## config.mk

```make
export PLATFORM = sky130hd
export DESIGN_NAME = uart_irq_ident
export DESIGN_NICKNAME = d
export VERILOG_FILES = /design/src/rtl/uart_irq_pkg.sv /design/src/rtl/uart_irq_trig.sv /design/src/rtl/uart_irq_tmo.sv /design/src/rtl/uart_irq_thre.sv /design/src/rtl/uart_irq_prio.sv /design/src/rtl/uart_irq_ident.sv
export SDC_FILE = /design/constraint.sdc
export NUM_CORES = 1
export LEC_CHECK = 0
export ABC_AREA = 1
export BUFFER_PORTS_ARGS = -buffer_cell sky130_fd_sc_hd__buf_4
export CORE_UTILIZATION = 41
export DETAILED_ROUTE_END_ITERATION = 8
export HOLD_SLACK_MARGIN = 0.12
export PLACE_DENSITY = 0.84
export REMOVE_ABC_BUFFERS = 1
export SLEW_MARGIN = 5
export SYNTH_ARGS = -nofsm -noshare
export SYNTH_HDL_FRONTEND = slang
export SYNTH_HIERARCHICAL = 1
export SYNTH_SLANG_ARGS = --single-unit
```

## constraint.sdc

```tcl
create_clock -name clk_i -period 2.27 [get_ports clk_i]
set_clock_uncertainty 0.2 [all_clocks]
set_input_delay 0.454 -clock clk_i [delete_from_list [all_inputs] [get_ports clk_i]]
set_output_delay 0.454 -clock clk_i [all_outputs]
set_load 0.05 [all_outputs]
```

## src/rtl/uart_irq_pkg.sv

```systemverilog
package uart_irq_pkg;

  typedef enum logic [3:0] {
    IID_NONE  = 4'h1,
    IID_LSTAT = 4'h6,
    IID_RXRDY = 4'h4,
    IID_RXTMO = 4'hC,
    IID_TXEMP = 4'h2
  } iid_code_e;

  // Receive trigger threshold, scaled from the FIFO depth of the selected table
  function automatic int unsigned trig_threshold(input logic deep,
                                                 input logic [1:0] sel,
                                                 input int unsigned depth);
    int unsigned t;
    case (sel)
      2'd0:    t = 1;
      2'd1:    t = depth / 4;
      2'd2:    t = deep ? (3 * depth) / 4 : depth / 2;
      default: t = deep ? depth - 8 : depth - 2;
    endcase
    return t;
  endfunction

endpackage

```

## src/rtl/uart_irq_trig.sv

```systemverilog
module uart_irq_trig #(
  parameter int unsigned SMALL_DEPTH = 16,
  parameter int unsigned LARGE_DEPTH = 64,
  parameter int unsigned LVL_W       = 7
) (
  input  logic             fifo_en_i,
  input  logic             deep_fifo_i,
  input  logic [1:0]       trig_sel_i,
  input  logic [LVL_W-1:0] rx_level_i,
  output logic             rx_ready_o
);
  localparam int unsigned NUM_SEL = 4;

  logic [LVL_W-1:0] thr_small [NUM_SEL];
  logic [LVL_W-1:0] thr_large [NUM_SEL];
  logic [LVL_W-1:0] thr_sel;

  for (genvar g = 0; g < NUM_SEL; g++) begin : g_thr
    assign thr_small[g] = LVL_W'(uart_irq_pkg::trig_threshold(1'b0, 2'(g), SMALL_DEPTH));
    assign thr_large[g] = LVL_W'(uart_irq_pkg::trig_threshold(1'b1, 2'(g), LARGE_DEPTH));
  end

  always_comb begin
    thr_sel    = deep_fifo_i ? thr_large[trig_sel_i] : thr_small[trig_sel_i];
    rx_ready_o = fifo_en_i ? (rx_level_i >= thr_sel) : (rx_level_i != '0);
  end

endmodule

```

## src/rtl/uart_irq_tmo.sv

```systemverilog
module uart_irq_tmo #(
  parameter int unsigned TMO_CHARS = 4,
  parameter int unsigned LVL_W     = 7
) (
  input  logic             clk_i,
  input  logic             rst_ni,
  input  logic             fifo_en_i,
  input  logic [LVL_W-1:0] rx_level_i,
  input  logic             rx_push_i,
  input  logic             rx_pop_i,
  input  logic             char_tick_i,
  output logic             tmo_o
);
  localparam int unsigned CNT_W = $clog2(TMO_CHARS + 1);

  logic [CNT_W-1:0] cnt_q;
  logic             tmo_q;
  logic             restart;

  assign restart = !fifo_en_i || (rx_level_i == '0) || rx_push_i || rx_pop_i;

  always_ff @(posedge clk_i or negedge rst_ni) begin
    if (!rst_ni) begin
      cnt_q <= '0;
      tmo_q <= 1'b0;
    end else if (restart) begin
      cnt_q <= '0;
      tmo_q <= 1'b0;
    end else if (char_tick_i && !tmo_q) begin
      if (cnt_q == CNT_W'(TMO_CHARS - 1)) tmo_q <= 1'b1;
      else                                 cnt_q <= cnt_q + 1'b1;
    end
  end

  assign tmo_o = tmo_q;

  assert_tmo_clear_R8: assert property (@(posedge clk_i) disable iff (!rst_ni)
    (rx_push_i || rx_pop_i) |=> !tmo_q);

  assert_tmo_needs_tick_R8: assert property (@(posedge clk_i) disable iff (!rst_ni)
    $rose(tmo_q) |-> $past(char_tick_i));

endmodule

```

## src/rtl/uart_irq_thre.sv

```systemverilog
module uart_irq_thre (
  input  logic clk_i,
  input  logic rst_ni,
  input  logic thr_empty_i,
  input  logic txe_en_i,
  input  logic thr_write_i,
  input  logic ack_i,
  output logic pend_o
);
  logic armed, armed_q, pend_q;

  assign armed = thr_empty_i && txe_en_i;

  always_ff @(posedge clk_i or negedge rst_ni) begin
    if (!rst_ni) begin
      armed_q <= 1'b0;
      pend_q  <= 1'b0;
    end else begin
      armed_q <= armed;
      if (thr_write_i || ack_i || !thr_empty_i) pend_q <= 1'b0;
      else if (armed && !armed_q)               pend_q <= 1'b1;
    end
  end

  assign pend_o = pend_q;

  assert_txe_write_clear_R9: assert property (@(posedge clk_i) disable iff (!rst_ni)
    thr_write_i |=> !pend_q);

  assert_txe_set_when_empty_R9: assert property (@(posedge clk_i) disable iff (!rst_ni)
    $rose(pend_q) |-> $past(thr_empty_i));

  assert_txe_ack_clear_R10: assert property (@(posedge clk_i) disable iff (!rst_ni)
    ack_i |=> !pend_q);

endmodule

```

## src/rtl/uart_irq_prio.sv

```systemverilog
module uart_irq_prio
  import uart_irq_pkg::*;
(
  input  logic      lstat_i,
  input  logic      rxrdy_i,
  input  logic      rxtmo_i,
  input  logic      txemp_i,
  input  logic [2:0] ier_i,
  output iid_code_e code_o
);
  always_comb begin
    if      (lstat_i && ier_i[2]) code_o = IID_LSTAT;
    else if (rxrdy_i && ier_i[0]) code_o = IID_RXRDY;
    else if (rxtmo_i && ier_i[0]) code_o = IID_RXTMO;
    else if (txemp_i && ier_i[1]) code_o = IID_TXEMP;
    else                          code_o = IID_NONE;
  end

endmodule

```

## src/rtl/uart_irq_ident.sv

```systemverilog
module uart_irq_ident
  import uart_irq_pkg::*;
#(
  parameter  int unsigned SMALL_DEPTH = 16,
  parameter  int unsigned LARGE_DEPTH = 64,
  parameter  int unsigned TMO_CHARS   = 4,
  localparam int unsigned LVL_W       = $clog2(LARGE_DEPTH + 1)
) (
  input  logic             clk_i,
  input  logic             rst_ni,
  input  logic             fifo_en_i,
  input  logic             deep_fifo_i,
  input  logic [1:0]       trig_sel_i,
  input  logic [LVL_W-1:0] rx_level_i,
  input  logic             rx_push_i,
  input  logic             rx_pop_i,
  input  logic             char_tick_i,
  input  logic             line_err_i,
  input  logic             thr_empty_i,
  input  logic             thr_write_i,
  input  logic             iid_read_i,
  input  logic [2:0]       ier_i,
  output logic             irq_o,
  output logic [7:0]       iid_o
);
  logic      rx_ready, rx_tmo, txe_pend, txe_ack;
  iid_code_e code;

  uart_irq_trig #(
    .SMALL_DEPTH(SMALL_DEPTH),
    .LARGE_DEPTH(LARGE_DEPTH),
    .LVL_W      (LVL_W)
  ) u_trig (
    .fifo_en_i  (fifo_en_i),
    .deep_fifo_i(deep_fifo_i),
    .trig_sel_i (trig_sel_i),
    .rx_level_i (rx_level_i),
    .rx_ready_o (rx_ready)
  );

  uart_irq_tmo #(
    .TMO_CHARS(TMO_CHARS),
    .LVL_W    (LVL_W)
  ) u_tmo (
    .clk_i      (clk_i),
    .rst_ni     (rst_ni),
    .fifo_en_i  (fifo_en_i),
    .rx_level_i (rx_level_i),
    .rx_push_i  (rx_push_i),
    .rx_pop_i   (rx_pop_i),
    .char_tick_i(char_tick_i),
    .tmo_o      (rx_tmo)
  );

  // the flag is acknowledged only by a read that reports it
  assign txe_ack = iid_read_i && (code == IID_TXEMP);

  uart_irq_thre u_thre (
    .clk_i      (clk_i),
    .rst_ni     (rst_ni),
    .thr_empty_i(thr_empty_i),
    .txe_en_i   (ier_i[1]),
    .thr_write_i(thr_write_i),
    .ack_i      (txe_ack),
    .pend_o     (txe_pend)
  );

  uart_irq_prio u_prio (
    .lstat_i(line_err_i),
    .rxrdy_i(rx_ready),
    .rxtmo_i(rx_tmo),
    .txemp_i(txe_pend),
    .ier_i  (ier_i),
    .code_o (code)
  );

  assign iid_o = {fifo_en_i, 3'b000, code};
  assign irq_o = (code != IID_NONE);

  assert_lstat_wins_R4: assert property (@(posedge clk_i) disable iff (!rst_ni)
    (line_err_i && ier_i[2]) |-> (iid_o[3:0] == 4'h6));

  assert_all_masked_R3: assert property (@(posedge clk_i) disable iff (!rst_ni)
    (ier_i == 3'b000) |-> !irq_o);

  assert_empty_not_ready_R5: assert property (@(posedge clk_i) disable iff (!rst_ni)
    (rx_level_i == '0) |-> (iid_o[3:0] != 4'h4));

endmodule

```

==> results.sh <==
export IMPL_antenna_found_initial=0
export IMPL_violations="negative setup slack"
export IMPL_critPathKind="in -> out"
export IMPL_hold_viol_final=0
export IMPL_fin_tns_setup_ns=-2.48
export IMPL_crit_required_ns=1.62
export IMPL_fin_util_pct=82.4
export IMPL_dpl_hpwl_mm=1.30
export IMPL_io_buffer_count=28
export IMPL_start_util_pct=45.0
export IMPL_synth_flop_cell="dfrtp_1"
export IMPL_ys_seq_area_share_pct=21.7
export IMPL_synth_edf_count=0
export IMPL_rsz0062_at_grt="true"
export IMPL_p_per_area_nw_per_um2=354
export IMPL_gr_total_overflow=0
export IMPL_dieHeight_um=43.1
export IMPL_rows=14
export IMPL_crit_family="simple AND/OR/NAND/NOR gates"
export IMPL_cts_buffers=3
export IMPL_power_frac_clock_pct=22.4
export IMPL_grt_pass1_vias=818
export IMPL_grt_max_degree=7
export IMPL_p_sw_mw=0.171
export IMPL_synth_distinct_cells=18
export IMPL_async_flop_share_pct=100
export IMPL_status="complete, but fails checks"
export IMPL_gp_congestion=0.856
export IMPL_power_frac_seq_pct=24.5
export IMPL_fin_total_pwr_mw=0.450
export IMPL_drt_pre_antenna_iters=4
export IMPL_cp_depth=16
export IMPL_design_area_um2=1270
export IMPL_drc=0
export IMPL_syn_area_per_cell_um2=6.42
export IMPL_layout_setup_ws_ns=-0.583
export IMPL_clockRootBuffer="clkbuf_4"
export IMPL_worstReg2RegStart="u_tmo/tmo_o"
export IMPL_p_leak_nw=0.640
export IMPL_drv_slew=0
export IMPL_coreArea_um2=1540
export IMPL_fin_crit_sh_pct=126
export IMPL_hold_ws_ns=0.231
export IMPL_grt_first_pass_wirelength_mm=3.56
export IMPL_stdcell_count=168
export IMPL_p_comb_share_pct=53.1
export IMPL_place_inst=159
export IMPL_finalSetupViolCount=6
export IMPL_synth_area_leaders="dfrtp_1, nand2_1, ha_1, inv_1, nor2_1"
export IMPL_ctsHtreeMaxLevel=1
export IMPL_critical_path_slowest_cell="ha_4"
export IMPL_nets=185
export IMPL_switching_share_pct=38.0
export IMPL_pre_cts_slack_ns=-0.499
export IMPL_fp_dieArea_um2=1860
export IMPL_fmax_mhz=351
export IMPL_clock_path_buffers=2
export IMPL_cts_reportedPaths_clkPinSlew_ns=0.04
export IMPL_postSynthCellCount=108
export IMPL_via_per_inst=5.45
export IMPL_clkLatencyLatePin_ns=0.25
export IMPL_max_stage_delay_ns=0.28
export IMPL_path_cells="buf_12 -> inv_8 -> nand2_4 -> ha_4 -> nand2_2 -> inv_2 -> nand2_1 -> nand2_1 -> nand2_1 -> a21oi_2 -> nand2_2 -> nand3_2 -> nand2_2 -> nor2_2 -> nand3_2 -> buf_6"
export IMPL_syn_to_final_growth_pct=83.2
export IMPL_clock_sinks=6
export IMPL_cp_max_fo=3
export IMPL_syn_cell_area_um2=693
export IMPL_synth_largest_area_cell="dfrtp_1"
export IMPL_min_path_type="in -> reg"
export IMPL_gr_usage_all_layers_pct=25.0
export IMPL_drt_iter0_markers=28
export IMPL_synth_top_area_share_pct=21.7
export IMPL_die_w_um=43.1
export IMPL_post_dp_cell_area_um2=968
export IMPL_antenna_left=0
export IMPL_r2r_end="u_thre/pend_o"
export IMPL_cp_start_kind="primary input"
export IMPL_ys_ff_latch=6
export IMPL_cts_tree="done"
export IMPL_drv_cap=0
export IMPL_critPathLaunch="deep_fifo_i"
export IMPL_p_int_mw=0.279
export IMPL_cp_endpoint="irq_o"
export IMPL_cp_data_arrival_time_ns=2.20
export IMPL_post_drt_wl_per_cell_um=17.6
export IMPL_peakVddDrop_mv=0.528
export IMPL_wl_mm=2.95
export IMPL_yosysWarnings=6
export IMPL_drive_gt1_share_pct=52.0
export IMPL_layout_min_cycle_time_ns=2.85
export IMPL_crit_buf_inv=4
export IMPL_num_vias=916
export IMPL_end_kind="output port"
export IMPL_yosys_cell_count_top_type="nand2_1"
export IMPL_io_pins=32
export IMPL_reg2reg_depth=11
export IMPL_diodes=0
export IMPL_rrSetupSlack_ns=0.54
export IMPL_yosys_top_cells_count="nand2_1, inv_1, nor2_1, ha_1, dfrtp_1"
==> cells in the final DEF (no fill, tap or decap) <==
master	n
o21ai_2	2
nor2_1	14
inv_1	18
nand4_1	3
clkbuf_4	3
nand3_2	4
dfrtp_1	6
buf_12	2
o21ai_4	1
inv_2	2
nor2_4	1
buf_4	30
conb_1	3
buf_6	6
dlygate4sd3_1	1
a21oi_1	2
a21oi_2	3
nand3_4	2
nand2_1	21
nor3_2	1
inv_8	1
nand3_1	1
nand2_2	7
nor2_2	3
buf_8	4
ha_4	4
nor3b_2	1
nand2_4	1
ha_1	4
nor3b_4	1
==> kinds of logic (layout without fill, tap and decap cells) <==
kind of cell	Yosys count	in the layout	synth area share [%]
fa+ha+maj	8	8	14.4
other cells	1	3	0.541
compound gates	8	8	6.86
simple gates	60	60	40.8
buf+inv	25	67	15.7
flops	6	6	21.7
==> state kept, by name, indices dropped and copies added, names as in the netlist <==
register        count
u_thre/pend_o       1
u_tmo/cnt_q         3
u_thre/armed_q      1
u_tmo/tmo_o         1
==> power groups by stage <==
stage | registers (mW) | logic [mW] | clock network, mW
6_report | 0.110 | 0.239 | 0.101
5_1_grt | 0.110 | 0.248 | 0.107
4_1_cts | 0.110 | 0.196 | 0.105
3_5_place_dp | 0.112 | 0.152 | 0
3_3_place_gp | 0.112 | 0.149 | 0
2_1_floorplan | 0.112 | 0.0774 | 0
==> routing by layer <==
layer | up-vias | part of all wire [%] | track usage, %
met3 | 16 | 6.7 | 5.53
met1 | 420 | 37 | 31.3
met4 | 0 | 5.0 | 1.82
li1 | 418 | - | -
met2 | 62 | 51 | 45.1
met5 | - | 0 | 0
==> timing repair <==
item                                    CTS  global route
endpoints found under the setup margin    5             6
hold buffers                              1             0
pin swaps                                10            13
cloned                                    0             0
resized for setup                        28            27
buffers inserted                          8             2
endpoints found under the hold margin     6             0
==> final cells by class <==
type	instances	area (um2)
Multi-Input combinational cell	79	588
Timing Repair Buffer	43	403
Fill cell	82	272
Sequential cell	6	150
Inverter	21	86.3
Clock buffer	3	22.5
Tap cell	16	20.0
==> tightest hold or removal path: stages <==
cell and delay (ns):
buf_4 0.09, nand2_1 0.04, inv_1 0.05
==> worst min path at each step <==
stage	end	slack (ns)	start	depth (start not counted)
CTS	u_thre/armed_q	0.22	ier_i[1]	3
global route	u_thre/armed_q	0.27	ier_i[1]	3
detailed placement	u_tmo/tmo_o	0.06	rst_ni	1
finish	u_thre/armed_q	0.23	ier_i[1]	3
global placement	u_thre/pend_o	0.06	rst_ni	1
floorplan	u_thre/armed_q	-0.04	rst_ni	0
(Power assumes the default switching activity.)
